**config.mk**
```make
export PLATFORM = sky130hd
export DESIGN_NAME = dly_step_ctrl
export DESIGN_NICKNAME = d
export VERILOG_FILES = /design/src/rtl/dly_step_ctrl.sv
export SDC_FILE = /design/constraint.sdc
export NUM_CORES = 1
export LEC_CHECK = 0
export BUFFER_PORTS_ARGS = -buffer_cell sky130_fd_sc_hd__buf_2
export CORE_ASPECT_RATIO = 1.75
export CORE_MARGIN = 2
export CORE_UTILIZATION = 50
export CTS_CLUSTER_DIAMETER = 150
export DETAILED_ROUTE_END_ITERATION = 10
export GPL_ROUTABILITY_DRIVEN = 0
export PLACE_DENSITY = 0.78
export SYNTH_ARGS = -nofsm -noshare
export SYNTH_HDL_FRONTEND = slang
export SYNTH_SLANG_ARGS = --single-unit
```
**constraint.sdc**
```tcl
create_clock -name clk -period 3.4 [get_ports clk]
set_input_delay 0.68 -clock clk [delete_from_list [all_inputs] [get_ports clk]]
set_output_delay 0.68 -clock clk [all_outputs]
set_load 0.05 [all_outputs]
```
**src/rtl/dly_step_ctrl.sv**
```systemverilog
module dly_step_ctrl #(
  parameter int TAP_W      = 4,
  parameter int CLKD_W     = 3,
  parameter int CRS_W      = 2,
  parameter int PI_TOP     = 6,
  parameter int TAP_MAX_G0 = 14,
  parameter int TAP_MAX_G1 = 11,
  parameter int TAP_MAX_G2 = 8,
  localparam int PI_W      = $clog2(PI_TOP + 1),
  localparam int SET_W     = PI_W + TAP_W + CLKD_W + CRS_W
) (
  input  logic             clk,
  input  logic             rst_n,
  input  logic [1:0]       grade,
  input  logic             load_en,
  input  logic [SET_W-1:0] load_val,
  input  logic             step_dn,
  input  logic             step_up,
  output logic [SET_W-1:0] setting,
  output logic             upd_vld,
  output logic             step_err
);

  localparam logic [PI_W-1:0]   PI_RELOAD = PI_W'(PI_TOP);
  localparam logic [CLKD_W-1:0] CD_TOP    = '1;
  localparam logic [CRS_W-1:0]  CR_TOP    = '1;

  logic [PI_W-1:0]   pi_q,  pi_d;
  logic [TAP_W-1:0]  tap_q, tap_d, tap_max;
  logic [CLKD_W-1:0] cd_q,  cd_d;
  logic [CRS_W-1:0]  cr_q,  cr_d;

  wire dn_go   = step_dn & ~step_up & ~load_en;
  wire up_go   = step_up & ~step_dn & ~load_en;
  wire at_zero = (pi_q == '0) && (tap_q == '0) && (cd_q == '0) && (cr_q == '0);
  wire at_top  = (pi_q >= PI_RELOAD) && (tap_q >= tap_max) &&
                 (cd_q == CD_TOP) && (cr_q == CR_TOP);

  always_comb begin
    case (grade)
      2'd1:    tap_max = TAP_W'(TAP_MAX_G1);
      2'd2:    tap_max = TAP_W'(TAP_MAX_G2);
      default: tap_max = TAP_W'(TAP_MAX_G0);
    endcase
  end

  always_comb begin
    pi_d  = pi_q;
    tap_d = tap_q;
    cd_d  = cd_q;
    cr_d  = cr_q;
    if (load_en) begin
      {cr_d, cd_d, tap_d, pi_d} = load_val;
    end else if (dn_go) begin
      if (pi_q != '0) begin
        pi_d = pi_q - 1'b1;
      end else if (tap_q != '0) begin
        pi_d  = PI_RELOAD;
        tap_d = tap_q - 1'b1;
      end else if (cd_q != '0) begin
        pi_d  = PI_RELOAD;
        tap_d = tap_max;
        cd_d  = cd_q - 1'b1;
      end else if (cr_q != '0) begin
        pi_d  = PI_RELOAD;
        tap_d = tap_max;
        cd_d  = cd_q + 1'b1;
        cr_d  = cr_q - 1'b1;
      end
    end else if (up_go) begin
      if (pi_q < PI_RELOAD) begin
        pi_d = pi_q + 1'b1;
      end else if (tap_q < tap_max) begin
        pi_d  = '0;
        tap_d = tap_q + 1'b1;
      end else if (cd_q != CD_TOP) begin
        pi_d  = '0;
        tap_d = '0;
        cd_d  = cd_q + 1'b1;
      end else if (cr_q != CR_TOP) begin
        pi_d  = '0;
        tap_d = '0;
        cd_d  = '0;
        cr_d  = cr_q + 1'b1;
      end
    end
  end

  always_ff @(posedge clk) begin
    if (!rst_n) begin
      pi_q     <= '0;
      tap_q    <= '0;
      cd_q     <= '0;
      cr_q     <= '0;
      upd_vld  <= 1'b0;
      step_err <= 1'b0;
    end else begin
      pi_q     <= pi_d;
      tap_q    <= tap_d;
      cd_q     <= cd_d;
      cr_q     <= cr_d;
      upd_vld  <= load_en | (dn_go & ~at_zero) | (up_go & ~at_top);
      step_err <= (dn_go & at_zero) | (up_go & at_top);
    end
  end

  assign setting = {cr_q, cd_q, tap_q, pi_q};

  AST_LOAD_TAKES: assert property (@(posedge clk) disable iff (!rst_n)
    load_en |=> (setting == $past(load_val)) && upd_vld);

  AST_DN_PI_ONLY: assert property (@(posedge clk) disable iff (!rst_n)
    (dn_go && pi_q != '0) |=> (pi_q == PI_W'($past(pi_q) - 1'b1)) &&
      $stable(tap_q) && $stable(cd_q) && $stable(cr_q));

  AST_COARSE_BORROW: assert property (@(posedge clk) disable iff (!rst_n)
    (dn_go && pi_q == '0 && tap_q == '0 && cd_q == '0 && cr_q != '0) |=>
      (cd_q == CLKD_W'(1)) && (pi_q == PI_RELOAD) &&
      (cr_q == CRS_W'($past(cr_q) - 1'b1)));

  AST_ZERO_REFUSED: assert property (@(posedge clk) disable iff (!rst_n)
    (dn_go && at_zero) |=> step_err && !upd_vld && $stable(setting));

  AST_TOP_REFUSED: assert property (@(posedge clk) disable iff (!rst_n)
    (up_go && at_top) |=> step_err && !upd_vld && $stable(setting));

  AST_IDLE_HOLDS: assert property (@(posedge clk) disable iff (!rst_n)
    (!load_en && (step_dn == step_up)) |=> $stable(setting) && !upd_vld && !step_err);

  AST_FLAGS_EXCL: assert property (@(posedge clk) disable iff (!rst_n)
    $countones({upd_vld, step_err}) <= 1);

endmodule

```
**After elaboration in Yosys (flattened, before gate mapping)**

Index checks and enable logic that the tools add are counted.

- Add/subtract/negate cells: 8
- $lt $le $gt $ge: 4
- Equal/unequal tests: 16
- Multiplexer cells: 44
- Bitwise logic cells: 16
- Reduce and logical (&&, ||, !) cells: 23

Operators by type and width:

| kind | count |
|---|---|
| two-way mux 3 bit | 21 |
| two-way mux 4 bit | 11 |
| two-way mux 2 bit | 11 |
| != test 3 bit, second input constant | 7 |
| nonzero test 3 bit | 4 |
| AND reduction 9 bit | 1 |
| bitwise AND 1 bit | 8 |
| nonzero test 4 bit | 2 |
| AND reduction 7 bit | 1 |
| adder 3 x 1 -> 3 bit, second input constant | 2 |
| logical AND 1 bit | 6 |
| zero test 3 bit | 2 |
| != test 6 x 2 -> 1 bit, second input constant | 1 |
| case mux 3 bit (2 select lines) | 1 |
| nonzero test 6 bit | 1 |
| subtractor 3 x 1 -> 3 bit, second input constant | 2 |
| != test 5 x 2 -> 1 bit, second input constant | 1 |
| inverter 1 bit | 5 |
| AND reduction 5 bit | 1 |
| nonzero test 5 bit | 1 |
| adder 4 x 1 -> 4 bit, second input constant | 1 |
| equality test 2 bit, second input constant | 2 |
| >= comparator 4 bit | 1 |
| zero test 4 bit | 1 |
| other kinds (15) | 17 |

- Register bits after elaboration: 14
- Bits of input ports: 19
- Output and inout bits: 14

**Depth between registers and ports, before layout**

- Depth in word-level cells: 9
- Gate-level depth with buffers: 9
- Depth with buffers taken out: 9

**Worst setup path after synthesis**

OpenSTA, ideal clock, no wires.

- Path kind: input-to-reg
- From: in grade[0]
- To: reg tap_q[0]
- Setup time: 116 ps
- Data arrival time: 2,446 ps
- Setup slack: 837 ps
- Cell stages on the path: 9
- Buffers on the path: 0
- Cell sequence: inv_1 -> ha_1 -> inv_1 -> ha_1 -> o21ai_0 -> a21oi_1 -> a211oi_1 -> o211ai_1 -> o211a_1

- Cells in the longest elaborated chain, start to end: 8

Ends and longest elaborated chain:

| element | RTL line | source |
|---|---|---|
| start, declared | 14 | `input logic [1:0] grade,` |
| equality test 2 bit or equality test 2 x 1 -> 1 bit (tied branches) | 40 | `case (grade)` |
| case mux 3 bit (2 select lines) * | 40 |  |
| < comparator 4 bit or two-way mux 4 bit (tied branches) | 73, 64 |  |
| two-way mux 4 bit (on tied branches) | 73, 60 |  |
| two-way mux 4 bit (on tied branches) | 71, 57 |  |
| two-way mux 4 bit (on tied branches) | 70, 55 |  |
| two-way mux 4 bit | 54 | `end else if (dn_go) begin` |
| two-way mux 4 bit | 52 | `if (load_en) begin` |
| end signal, assigned | 99 | `tap_q <= tap_d;` |
| end, declared | 29 | `logic [TAP_W-1:0] tap_q, tap_d, tap_max;` |

Every way passes the cells marked *; elsewhere a longest branch is shown, timed or not. The select of a mux whose other input is x is not followed.
A chain may end at the register's enable or synchronous reset.

**Worst setup path after layout**

Ends and elaborated chain as after synthesis.

==> results.md <==
- Run status: finished clean
- Launching instance or port of the critical path: grade[0]
- Synthesized netlist cell count: 177
- Number of antenna violations at the first check in global routing: 0
- Post-detail-place hpwl: 2760 um
- Pins over their slew limit: 0
- Quantity of hold-fixing buffers added after cts: 0
- Number of flops mapped to enable cells by yosys: 0
- Maximum clock frequency: 368 MHz
- Global-route wire length before repair: 5710 um
- Cell area after placement: 1530 um^2
- Dominant synthesized flop cell: sky130_fd_sc_hd__dfxtp_1
- Worst Tran Pin Value: 785 ps
- Final WL: 3520 um
- Worst Reg2Reg Path Length in Cells: 7
- I/O Pins: 33
- Worst hold path type: flip-flop to flip-flop
- Worst slew margin relative to its limit: 47.4%
- Largest family of logic cells by synthesized area: compound AO/OA/AOI/OAI gates
- Average via count per standard cell: 6.43
- Clock-pin slew reported for the worst setup and hold paths after clock tree synthesis: 60 ps
- Number of DRC markers in iteration 0: 31
- Final critical path time including I/O delays and setup: 2720 ps
- Worst Hold Launch: cd_q[1]$_SDFFE_PN0P_
- Die area: 3190 um^2
- Global route total overflow: 0
- Htree depth: 1
- Final standard cell area without fillers: 1580 um^2
- Number of nets with antenna violations after detailed routing: 0
- Flops & latches, synth: 14
- Worst voltage drop across the vdd grid: 251 uV
- Synthesis warning total: 0
- Placement row count: 25
- Post-CTS Repair Setup Buffers: 0
- Leakage power figure: 0.697 nW
- Xor and xnor fraction of the mapped netlist area: 3.20%
- Post-synthesis adder-cell area fraction: 13.7%
- Simple-gate share of the synthesized area: 23.7%
- Internal reg-to-reg setup slack: 970 ps
- Compound-gate portion of the synthesized area: 27.2%
- Worst skew pair latency: 250 ps
- Area Overhead vs Synth: 15.6%
- Number of cells traversed by the worst hold path: 2
- Number of nets in the layout: 240
- Reg-to-reg endpoint: cd_q[1]$_SDFFE_PN0P_
- DR vias: 1491
- Syn_nets: 211
- Average routed wire per standard cell: 15.2 um
- Std-Cell Core Area: 2660 um^2
- Mean post-synth cell area: 7.73 um^2
- Worst-case hold slack: 537 ps
- # fillers: 255
- Clock net sink count: 14
- Startpoint of the most critical register-to-register path: tap_q[0]$_SDFFE_PN0P_
- Max Cap Violations: 0
- Vias in the first global route: 1395
- Share of synthesized flip-flops with an asynchronous set or reset: 0%
- Die height: 73.2 um
- Distinct cell type count of the synthesized netlist: 50
- Number of port buffers: 32
- Length of the first detailed-routing pass in iterations: 4
- Total routing resource utilization after global routing: 23.3%
- Final period utilization: 79.9%
- Post-synthesis instance area: 1370 um^2
- Final sum of negative setup slack: 0 ps
- Setup crit start kind: input port
- Endpoint arrival time on the critical path: 2860 ps
- Clock skew after layout: 2.44 ps
- Worst-case hold path end point: cd_q[1]$_SDFFE_PN0P_
- Share of final-layout standard cells stronger than drive strength 1: 20.5%
- Die X: 43.6 um
- Critical Path RT: 3540 ps
- Final number of hold-violating endpoints: 0
- Power density over cell area: 408 nW/um^2
- Final antenna diode count: 0
- Pin count of the biggest net entering global routing: 31
- Total CTS buffers: 3
- Share of synthesized area occupied by flip-flops and latches: 20.5%
- TritonCTS clock tree: yes
- Critical Path End Type: flip-flop
- Max Root-Sink Buffers: 2
- RSZ-0062 raised after global routing: no
- Category of the most critical setup path: input port to flip-flop
- Root Buffer Master: sky130_fd_sc_hd__clkbuf_8
- Maximum fanout along the worst path: 8
- Initial Utilization: 51.5%
- Cells resized by post-CTS repair: 0
- Number of remaining DRC errors: 0
- Finish-stage setup viols: 0
- Multiplexer fraction of the synthesized cell area: 4.75%
[metal layers]
metal  share of wire (%)  vias up  global-route usage, %
met1                  39      702                   25.5
met2                  53       61                   40.4
met4                 3.1        0                   15.5
met5                   0        -                      0
li1                    -      714                      -
met3                 5.0       14                   2.72
[metrics by stage]
step	utilization, %	power (W)	worst slack, ps	instances
2_1_floorplan	-	0.000418	837	177
3_3_place_gp	57.5	0.000472	561	228
3_5_place_dp	57.5	0.000478	457	228
4_1_cts	59.5	0.000645	721	232
5_1_grt	59.5	0.000684	497	232
6_report	59.5	0.000646	685	232
[cells by family (layout without fill, tap and decap cells)]
family          after synthesis  count (layout)
flops                        14              14
simple gates                 60              60
fa+ha+maj                    15              15
buf+inv                      23              51
mux                           5               5
compound gates               55              55
xor+xnor                      5               5
[state kept, by name, indices dropped and copies added, names as in the netlist]
register  count
cd_q          3
cr_q          2
step_err      1
pi_q          3
tap_q         4
upd_vld       1
[synth_stat cells, types with 3 or more instances]
| cell | number | area [um^2] |
|---|---|---|
| sky130_fd_sc_hd__a21oi_1 | 17 | 85.1 |
| sky130_fd_sc_hd__ha_1 | 15 | 188 |
| sky130_fd_sc_hd__dfxtp_1 | 14 | 280 |
| sky130_fd_sc_hd__inv_1 | 13 | 48.8 |
| sky130_fd_sc_hd__nand2_1 | 12 | 45.0 |
| sky130_fd_sc_hd__nor2_1 | 12 | 45.0 |
| sky130_fd_sc_hd__a211oi_1 | 6 | 45.0 |
| sky130_fd_sc_hd__nor3_1 | 6 | 30.0 |
| sky130_fd_sc_hd__a311oi_1 | 5 | 43.8 |
| sky130_fd_sc_hd__clkbuf_1 | 5 | 18.8 |
| sky130_fd_sc_hd__nand2b_1 | 5 | 31.3 |
| sky130_fd_sc_hd__o21ai_0 | 5 | 25.0 |
| sky130_fd_sc_hd__xnor2_1 | 4 | 35.0 |
| sky130_fd_sc_hd__and2_1 | 3 | 18.8 |
| sky130_fd_sc_hd__nand3_1 | 3 | 15.0 |
| sky130_fd_sc_hd__nor2b_1 | 3 | 18.8 |
| sky130_fd_sc_hd__o211ai_1 | 3 | 22.5 |
| sky130_fd_sc_hd__o22ai_1 | 3 | 18.8 |
[final cells by class]
cell class | instances | area [um^2] | area share [%]
sequential | 14 | 280 | 17.7
clock buffer | 4 | 55.1 | 3.48
tap | 27 | 33.8 | 2.13
timing repair buffer | 33 | 168 | 10.6
inverter | 14 | 52.6 | 3.32
multi-input combinational | 140 | 993 | 62.8
[critical path, stage by stage]
cell and delay (ps):
sky130_fd_sc_hd__buf_2 90, sky130_fd_sc_hd__inv_1 40, sky130_fd_sc_hd__ha_1 290, sky130_fd_sc_hd__inv_1 50, sky130_fd_sc_hd__ha_1 280, sky130_fd_sc_hd__o21ai_0 220
sky130_fd_sc_hd__a21oi_1 160, sky130_fd_sc_hd__a211oi_1 690, sky130_fd_sc_hd__o211ai_1 190, sky130_fd_sc_hd__o211a_1 170
[report_power, final]
| part | total [W] | switching [W] | internal, W |
|---|---|---|---|
| logic | 0.000269 | 0.000167 | 0.000102 |
| clock network | 0.000168 | 0.0000648 | 0.000103 |
| registers | 0.000209 | 0.0000293 | 0.000180 |
| total | 0.000646 | 0.000261 | 0.000385 |
[layout by cell type, fill, tap and decap left out, types with 3 or more instances in the layout]
master / count
sky130_fd_sc_hd__buf_2: 32
sky130_fd_sc_hd__inv_1: 13
sky130_fd_sc_hd__o22ai_1: 3
sky130_fd_sc_hd__and2_1: 3
sky130_fd_sc_hd__nor3_1: 6
sky130_fd_sc_hd__nand3_1: 3
sky130_fd_sc_hd__nor2b_1: 3
sky130_fd_sc_hd__dfxtp_1: 14
sky130_fd_sc_hd__xnor2_1: 4
sky130_fd_sc_hd__a21oi_1: 17
sky130_fd_sc_hd__nand2b_1: 5
sky130_fd_sc_hd__nor2_1: 12
sky130_fd_sc_hd__a211oi_1: 6
sky130_fd_sc_hd__clkbuf_8: 4
sky130_fd_sc_hd__o211ai_1: 3
sky130_fd_sc_hd__o21ai_0: 5
sky130_fd_sc_hd__a311oi_1: 5
sky130_fd_sc_hd__nand2_1: 12
sky130_fd_sc_hd__ha_1: 15
[worst max path at each step]
stage,end,slack (ps),depth (start not counted)
after floorplan,tap_q[0]$_SDFFE_PN0P_,840,9
after global routing,tap_q[0]$_SDFFE_PN0P_,500,10
final,tap_q[0]$_SDFFE_PN0P_,680,10
after detailed placement,tap_q[0]$_SDFFE_PN0P_,460,10
after global placement,tap_q[0]$_SDFFE_PN0P_,560,10
after CTS,tap_q[0]$_SDFFE_PN0P_,720,10
Note: power is estimated with default switching activity, not from simulation.
